**config.mk**
```make
export PLATFORM = sky130hd
export DESIGN_NAME = prio_age_sched
export DESIGN_NICKNAME = d
export VERILOG_FILES = /design/src/rtl/sched_pkg.sv /design/src/rtl/desc_fifo.sv /design/src/rtl/age_pick.sv /design/src/rtl/prio_age_sched.sv
export SDC_FILE = /design/constraint.sdc
export NUM_CORES = 2
export LEC_CHECK = 0
export BUFFER_PORTS_ARGS = -buffer_cell sky130_fd_sc_hd__buf_2
export CAP_MARGIN = 20
export CORE_ASPECT_RATIO = 2
export CORE_MARGIN = 1.5
export CORE_UTILIZATION = 50
export DETAILED_ROUTE_END_ITERATION = 8
export PLACE_DENSITY = 0.65
export SLEW_MARGIN = 0
export SYNTH_ARGS = -nofsm -noshare
export SYNTH_HDL_FRONTEND = slang
export SYNTH_SLANG_ARGS = --single-unit
```
**constraint.sdc**
```tcl
create_clock -name clk -period 10 [get_ports clk]
set_input_delay 0.5 -clock clk [delete_from_list [all_inputs] [get_ports clk]]
set_output_delay 0.5 -clock clk [all_outputs]
set_load 0.02 [all_outputs]
```
**src/rtl/sched_pkg.sv**
```systemverilog
package sched_pkg;

    typedef enum logic [0:0] {
        ST_SCAN = 1'b0,
        ST_HOLD = 1'b1
    } sched_state_e;

endpackage

```
**src/rtl/desc_fifo.sv**
```systemverilog
module desc_fifo #(
    parameter int WIDTH = 32,
    parameter int DEPTH = 16
) (
    input  logic             clk,
    input  logic             rst_n,
    input  logic             wr_en,
    input  logic [WIDTH-1:0] wr_data,
    input  logic             rd_en,
    output logic [WIDTH-1:0] rd_data,
    output logic             empty,
    output logic             full
);
    localparam int PW = (DEPTH > 1) ? $clog2(DEPTH) : 1;
    localparam int CNTW = $clog2(DEPTH + 1);

    logic [WIDTH-1:0] mem [DEPTH];
    logic [PW-1:0]    wr_ptr, rd_ptr;
    logic [CNTW-1:0]  count;
    logic             do_wr, do_rd;

    assign empty   = (count == '0);
    assign full    = (count == CNTW'(DEPTH));
    assign do_wr   = wr_en && !full;
    assign do_rd   = rd_en && !empty;
    assign rd_data = mem[rd_ptr];

    function automatic logic [PW-1:0] bump(input logic [PW-1:0] p);
        return (p == PW'(DEPTH - 1)) ? '0 : p + 1'b1;
    endfunction

    always_ff @(posedge clk) begin
        if (!rst_n) begin
            wr_ptr <= '0;
            rd_ptr <= '0;
            count  <= '0;
        end else begin
            if (do_wr) begin
                wr_ptr <= bump(wr_ptr);
            end
            if (do_rd) begin
                rd_ptr <= bump(rd_ptr);
            end
            unique case ({do_wr, do_rd})
                2'b10:   count <= count + 1'b1;
                2'b01:   count <= count - 1'b1;
                default: count <= count;
            endcase
        end
    end

    always_ff @(posedge clk) begin
        if (do_wr) begin
            mem[wr_ptr] <= wr_data;
        end
    end

    // occupancy never exceeds the depth
    p_no_overflow_r6: assert property (@(posedge clk) disable iff (!rst_n)
        count <= CNTW'(DEPTH));

    // a write into a full queue leaves occupancy unchanged when nothing is read
    p_full_ignore_r6: assert property (@(posedge clk) disable iff (!rst_n)
        (full && wr_en && !rd_en) |=> (count == $past(count)));

endmodule

```
**src/rtl/age_pick.sv**
```systemverilog
module age_pick #(
    parameter int STAMP_W = 16
) (
    input  logic               u_valid,
    input  logic               m_valid,
    input  logic [STAMP_W-1:0] u_stamp,
    input  logic [STAMP_W-1:0] m_stamp,
    output logic               busy,
    output logic               pick_m
);
    logic [STAMP_W-1:0] gap;

    // positive (u - m) in signed modular terms means the multicast head is older
    assign gap  = u_stamp - m_stamp;
    assign busy = u_valid || m_valid;

    always_comb begin
        if (!m_valid) begin
            pick_m = 1'b0;
        end else if (!u_valid) begin
            pick_m = 1'b1;
        end else begin
            pick_m = !gap[STAMP_W-1] && (gap != '0);
        end
    end

endmodule

```
**src/rtl/prio_age_sched.sv**
```systemverilog
module prio_age_sched
    import sched_pkg::*;
#(
    parameter int NUM_CLASS = 4,
    parameter int DEPTH     = 16,
    parameter int STAMP_W   = 16,
    parameter int DATA_W    = 16
) (
    input  logic                         clk,
    input  logic                         rst_n,
    input  logic                         push_valid,
    input  logic [$clog2(NUM_CLASS)-1:0] push_class,
    input  logic                         push_mcast,
    input  logic [STAMP_W-1:0]           push_stamp,
    input  logic [DATA_W-1:0]            push_data,
    output logic [2*NUM_CLASS-1:0]       queue_full,
    output logic                         grant_valid,
    input  logic                         grant_ready,
    output logic [$clog2(NUM_CLASS)-1:0] grant_class,
    output logic                         grant_mcast,
    output logic [STAMP_W-1:0]           grant_stamp,
    output logic [DATA_W-1:0]            grant_data
);
    localparam int NQ = 2 * NUM_CLASS;
    localparam int CW = $clog2(NUM_CLASS);
    localparam int QW = CW + 1;
    localparam int EW = STAMP_W + DATA_W;

    logic [NQ-1:0]        q_empty, q_wr, q_rd;
    logic [EW-1:0]        q_head [NQ];
    logic [NUM_CLASS-1:0] cls_busy, cls_pick_m;

    sched_state_e state_q, state_d;
    logic [QW-1:0] lock_q, lock_d, live_idx, eff_idx;
    logic          live_any, fire;

    for (genvar c = 0; c < NUM_CLASS; c++) begin : g_class
        for (genvar m = 0; m < 2; m++) begin : g_queue
            localparam int Q = 2 * c + m;
            assign q_wr[Q] = push_valid && (push_class == CW'(c)) && (push_mcast == 1'(m));
            assign q_rd[Q] = fire && (eff_idx == QW'(Q));
            desc_fifo #(
                .WIDTH (EW),
                .DEPTH (DEPTH)
            ) u_fifo (
                .clk     (clk),
                .rst_n   (rst_n),
                .wr_en   (q_wr[Q]),
                .wr_data ({push_stamp, push_data}),
                .rd_en   (q_rd[Q]),
                .rd_data (q_head[Q]),
                .empty   (q_empty[Q]),
                .full    (queue_full[Q])
            );
        end
        age_pick #(
            .STAMP_W (STAMP_W)
        ) u_pick (
            .u_valid (!q_empty[2*c]),
            .m_valid (!q_empty[2*c+1]),
            .u_stamp (q_head[2*c][EW-1 -: STAMP_W]),
            .m_stamp (q_head[2*c+1][EW-1 -: STAMP_W]),
            .busy    (cls_busy[c]),
            .pick_m  (cls_pick_m[c])
        );
    end

    // strict priority: scanning upward lets the highest busy class win
    always_comb begin
        live_any = 1'b0;
        live_idx = '0;
        for (int c = 0; c < NUM_CLASS; c++) begin
            if (cls_busy[c]) begin
                live_any = 1'b1;
                live_idx = {CW'(c), cls_pick_m[c]};
            end
        end
    end

    assign fire = grant_valid && grant_ready;

    always_ff @(posedge clk) begin
        if (!rst_n) begin
            state_q <= ST_SCAN;
            lock_q  <= '0;
        end else begin
            state_q <= state_d;
            lock_q  <= lock_d;
        end
    end

    always_comb begin
        state_d = state_q;
        lock_d  = lock_q;
        unique case (state_q)
            ST_SCAN: begin
                lock_d = live_idx;
                if (live_any && !grant_ready) begin
                    state_d = ST_HOLD;
                end
            end
            ST_HOLD: begin
                if (grant_ready) begin
                    state_d = ST_SCAN;
                end
            end
            default: state_d = ST_SCAN;
        endcase
    end

    always_comb begin
        unique case (state_q)
            ST_HOLD: begin
                eff_idx     = lock_q;
                grant_valid = 1'b1;
            end
            default: begin
                eff_idx     = live_idx;
                grant_valid = live_any;
            end
        endcase
    end

    assign grant_class = eff_idx[QW-1:1];
    assign grant_mcast = eff_idx[0];
    assign grant_stamp = q_head[eff_idx][EW-1 -: STAMP_W];
    assign grant_data  = q_head[eff_idx][DATA_W-1:0];

    // no busy class above the granted one
    p_strict_r1: assert property (@(posedge clk) disable iff (!rst_n)
        (state_q == ST_SCAN && grant_valid) |->
            ((cls_busy >> grant_class) == NUM_CLASS'(1)));

    // tied stamps in the granted class favour unicast
    p_equal_unicast_r4: assert property (@(posedge clk) disable iff (!rst_n)
        (state_q == ST_SCAN && grant_valid
         && !q_empty[{grant_class, 1'b0}] && !q_empty[{grant_class, 1'b1}]
         && q_head[{grant_class, 1'b0}][EW-1 -: STAMP_W] == q_head[{grant_class, 1'b1}][EW-1 -: STAMP_W])
        |-> !grant_mcast);

    // an offer not taken stays frozen on the next cycle
    p_hold_stable_r5: assert property (@(posedge clk) disable iff (!rst_n)
        (grant_valid && !grant_ready) |=>
            (grant_valid && $stable(grant_class) && $stable(grant_mcast)
             && $stable(grant_stamp) && $stable(grant_data)));

    // nothing offered with every queue empty
    p_no_valid_empty_r7: assert property (@(posedge clk) disable iff (!rst_n)
        (&q_empty) |-> !grant_valid);

endmodule

```
==> impl_metrics.py <==
metrics = {
    "status": {
        "status": "finished, final reports clean",
    },
    "setup_path": {
        "setup.worst_path.start_class": "register",
        "r2r_slack_ns": 1.52,
        "end_kind": "primary output",
        "path_class": "register to primary output",
        "r2r_end": "g_class[0].g_queue[0].u_fifo.count[4]$_SDFFE_PN0P_",
        "cp.arrival_ns": 8.21,
        "reg2reg_depth": 25,
        "crit_required_ns": 9.50,
        "crit_path_max_fanout": 100,
    },
    "logic_synthesis": {
        "yosysWarnings": 0,
        "postSynthAreaPerCell_sq_um": 21.8,
        "synth_nets": 7821,
        "synth-seq-cells": 4236,
        "muxShareOfSynthArea_pct": 17.6,
        "async_flop_share_pct": 0,
        "synth_top_family_by_area": "multiplexers",
        "syn_inst": 7647,
        "synth_compound_area_share_pct": 1.80,
        "synth_cell_type_count": 80,
        "synth_xor_xnor_area_share_pct": 0.410,
        "syn-cell-area_sq_um": 167000,
        "ys_seq_area_share_pct": 75.4,
        "synth_edf_count": 4096,
        "synth_top_flop_cell": "edfxtp_1",
        "synthSimpleGateAreaFrac_pct": 2.52,
        "synthAdderAreaFrac_pct": 1.03,
    },
    "global_routing": {
        "grt_antenna_before_repair": 41,
        "grt_first_pass_wirelength_microns": 628000,
        "grt_max_degree": 113,
        "grt_pass1_vias": 83500,
        "grt_use_total_pct": 26.7,
        "overflow": 0,
    },
    "detailed_routing": {
        "drt_iter0_drc": 8776,
        "routed_wl_microns": 450000,
        "final_antenna_net_count": 0,
        "drc": 0,
        "vias": 80600,
        "drtPass1Iterations": 6,
        "wl_per_cell_microns": 35.7,
        "detail_route.vias_per_cell": 6.41,
    },
    "final_layout": {
        "nets": 8109,
        "layout_commonest_cell": "edfxtp_1",
        "area_growth_pct": 10.8,
        "final_cell_mix": "edfxtp_1 (4,096), mux4_2 (1,280), clkbuf_16 (355), buf_4 (274), nand2_1 (230)",
        "nFillCells": 24200,
        "final_layout_size_suffix_gt1_share_pct": 28.0,
    },
    "clock_network": {
        "postCtsSetupBuffers": 0,
        "insertion_delay_ns": 0.98,
        "clock-sinks": 4236,
        "clockRootBuffer": "clkbuf_16",
        "clk_pin_slew_ns": 0.07,
        "cts_inserted_buffers": 350,
        "clk_path_buf_depth": 4,
        "cts-resized-gates": 0,
        "tritoncts": "yes",
        "htree_levels": 5,
    },
    "floorplanning": {
        "fp.dieArea_sq_um": 337000,
        "die_y_microns": 820,
        "rows": 299,
        "die_x_microns": 411,
        "start_util_pct": 50.3,
        "fp.coreArea_sq_um": 332000,
        "ioPinCount": 83,
    },
    "timing": {
        "post-route-period-util_pct": 87.1,
        "finalHoldViolations": 0,
        "slew_headroom_pct": 18.8,
        "rsz0062_at_grt": "no",
        "fmax_mhz": 115,
        "drv_slew": 0,
        "final.setup.tns_ns": 0,
        "worst_pin_slew_ns": 1.22,
        "fin_hold_ws_ns": 0.0681,
        "period_minus_slack_ns": 8.71,
        "clock_skew_ns": 0.0815,
        "setup_viol": 0,
    },
    "worst_hold_path": {
        "hp-class": "primary input to register",
        "hold_path_depth": 1,
        "holdPathEnd": "g_class[2].g_queue[1].u_fifo.mem[5][17]$_DFFE_PP_",
        "hp-start": "push_stamp[1]",
    },
    "power_and_ir_drop": {
        "p_per_area_nw_per_um2": 187,
        "vdd_drop_max_v": 0.000166,
        "leakagePower_uw": 0.0562,
    },
    "place": {
        "place_congestion": 0.926,
        "io_buffers": 82,
        "hpwlAfterDp_microns": 274000,
    },
    "run": {
        "drv_cap": 0,
    },
}
registers in the layout (all words and copies together) (netlist names), named ones only:
signal                         count
g_class.g_queue.u_fifo.mem      4096
g_class.g_queue.u_fifo.rd_ptr     32
lock_q                             3
g_class.g_queue.u_fifo.wr_ptr     32
g_class.g_queue.u_fifo.count      40
state_q                            1
Yosys cell counts (5+ instances only):
cell type / n / share of area (%)
nand2b_1: 31 / 0.12
nand2_1: 231 / 0.52
ha_1: 131 / 0.98
buf_2: 11 / 0.033
a31oi_1: 17 / 0.064
xnor2_1: 23 / 0.12
xor2_1: 55 / 0.29
nor3_1: 43 / 0.13
and3_1: 17 / 0.064
o31ai_1: 8 / 0.036
nor2b_1: 16 / 0.060
nor4_1: 16 / 0.060
nand4b_1: 6 / 0.032
mux2i_1: 47 / 0.28
and4b_1: 5 / 0.030
nor2_1: 265 / 0.60
nand4_1: 11 / 0.041
buf_1: 122 / 0.27
a22oi_1: 24 / 0.11
a211oi_1: 8 / 0.036
or3_1: 18 / 0.068
mux4_2: 1280 / 17
o21ai_0: 101 / 0.30
a2111oi_0: 7 / 0.037
o22ai_1: 7 / 0.026
clkbuf_1: 257 / 0.58
nand3_1: 75 / 0.23
a311oi_1: 8 / 0.042
o211ai_1: 29 / 0.13
nand3b_1: 7 / 0.032
a31o_2: 8 / 0.042
o2111ai_1: 9 / 0.047
o221ai_1: 33 / 0.17
a21oi_1: 135 / 0.41
buf_4: 11 / 0.050
nor3b_1: 16 / 0.072
edfxtp_1: 4096 / 74
a21o_1: 13 / 0.059
dfxtp_1: 140 / 1.7
and2_1: 91 / 0.34
inv_1: 131 / 0.29
a21boi_0: 5 / 0.023
nor4b_1: 5 / 0.026
worst max-delay path by stage:
stage / depth (start not counted) / slack (ns) / endpoint
floorplan: 29 / 2.75 / g_class[2].g_queue[0].u_fifo.count[4]$_SDFFE_PN0P_
global placement: 25 / 1.73 / g_class[0].g_queue[0].u_fifo.count[4]$_SDFFE_PN0P_
detailed placement: 25 / 1.65 / g_class[0].g_queue[0].u_fifo.count[4]$_SDFFE_PN0P_
CTS: 19 / 1.24 / grant_data[4]
global route: 19 / 0.97 / grant_data[4]
finish: 19 / 1.29 / grant_data[4]
report_power, final:
| group | internal, uW | switching [uW] |
|---|---|---|
| Clock | 7190 | 6330 |
| Combinational | 317 | 1150 |
| Sequential | 19500 | 17.8 |
| Total | 27000 | 7500 |
area by class of cell:
class	count	area (sq um)	area share (%)
flip-flops and latches	4236	126000	68.1
diodes	15	37.5	0.0203
well taps	4364	5460	2.95
multi-input cells	2877	39400	21.3
inverters	133	504	0.273
clock buffers	423	9150	4.95
repair buffers	337	2520	1.36
clock inverters	204	1800	0.974
routing by layer:
layer / wire length [microns] / part of all wire (%) / vias up / GRT usage [%]
li1: - / - / 32600 / -
met1: 154000 / 34 / 43800 / 31.2
met2: 238000 / 53 / 3352 / 47.4
met3: 29700 / 6.6 / 886 / 4.04
met4: 28000 / 6.2 / 30 / 14.3
met5: 188 / 0.042 / - / 0
critical path, stage by stage, from the launching register on:
cell and delay (ns):
dfxtp_4 0.73, buf_12 0.64, mux4_2 0.59, mux4_2 0.59
ha_1 0.36, and2_1 0.23, a21o_1 0.21, a31o_1 0.20
a2111oi_0 0.60, nor4_1 0.17, o2111ai_1 0.34, a31oi_1 0.18
o211ai_1 0.33, nand2_4 0.12, inv_1 0.18, buf_4 0.40
o221ai_1 0.29, buf_4 0.26, a22oi_1 0.40, buf_2 0.26
logic make-up after synthesis:
kind of cell    count (synthesis)
simple gates                  874
buf+inv                       534
flops                        4236
fa+ha+maj                     135
mux                          1329
xor+xnor                       78
compound gates                461
metrics by stage:
step,worst slack (ns),util [%],instances,area (sq um),power (uW)
floorplan,2.75,-,7647,167000,20400
global placement,1.73,52.3,11900,174000,21300
detailed placement,1.65,52.3,11900,174000,21300
CTS,1.24,55.6,12600,185000,34600
global route,0.973,55.7,12600,185000,35300
finish,1.29,55.7,12600,185000,34500
what timing repair did:
item,CTS,global route
setup endpoints to repair,0,0
endpoints found under the hold margin,18,0
hold buffers,3,0
(Power assumes the default switching activity.)
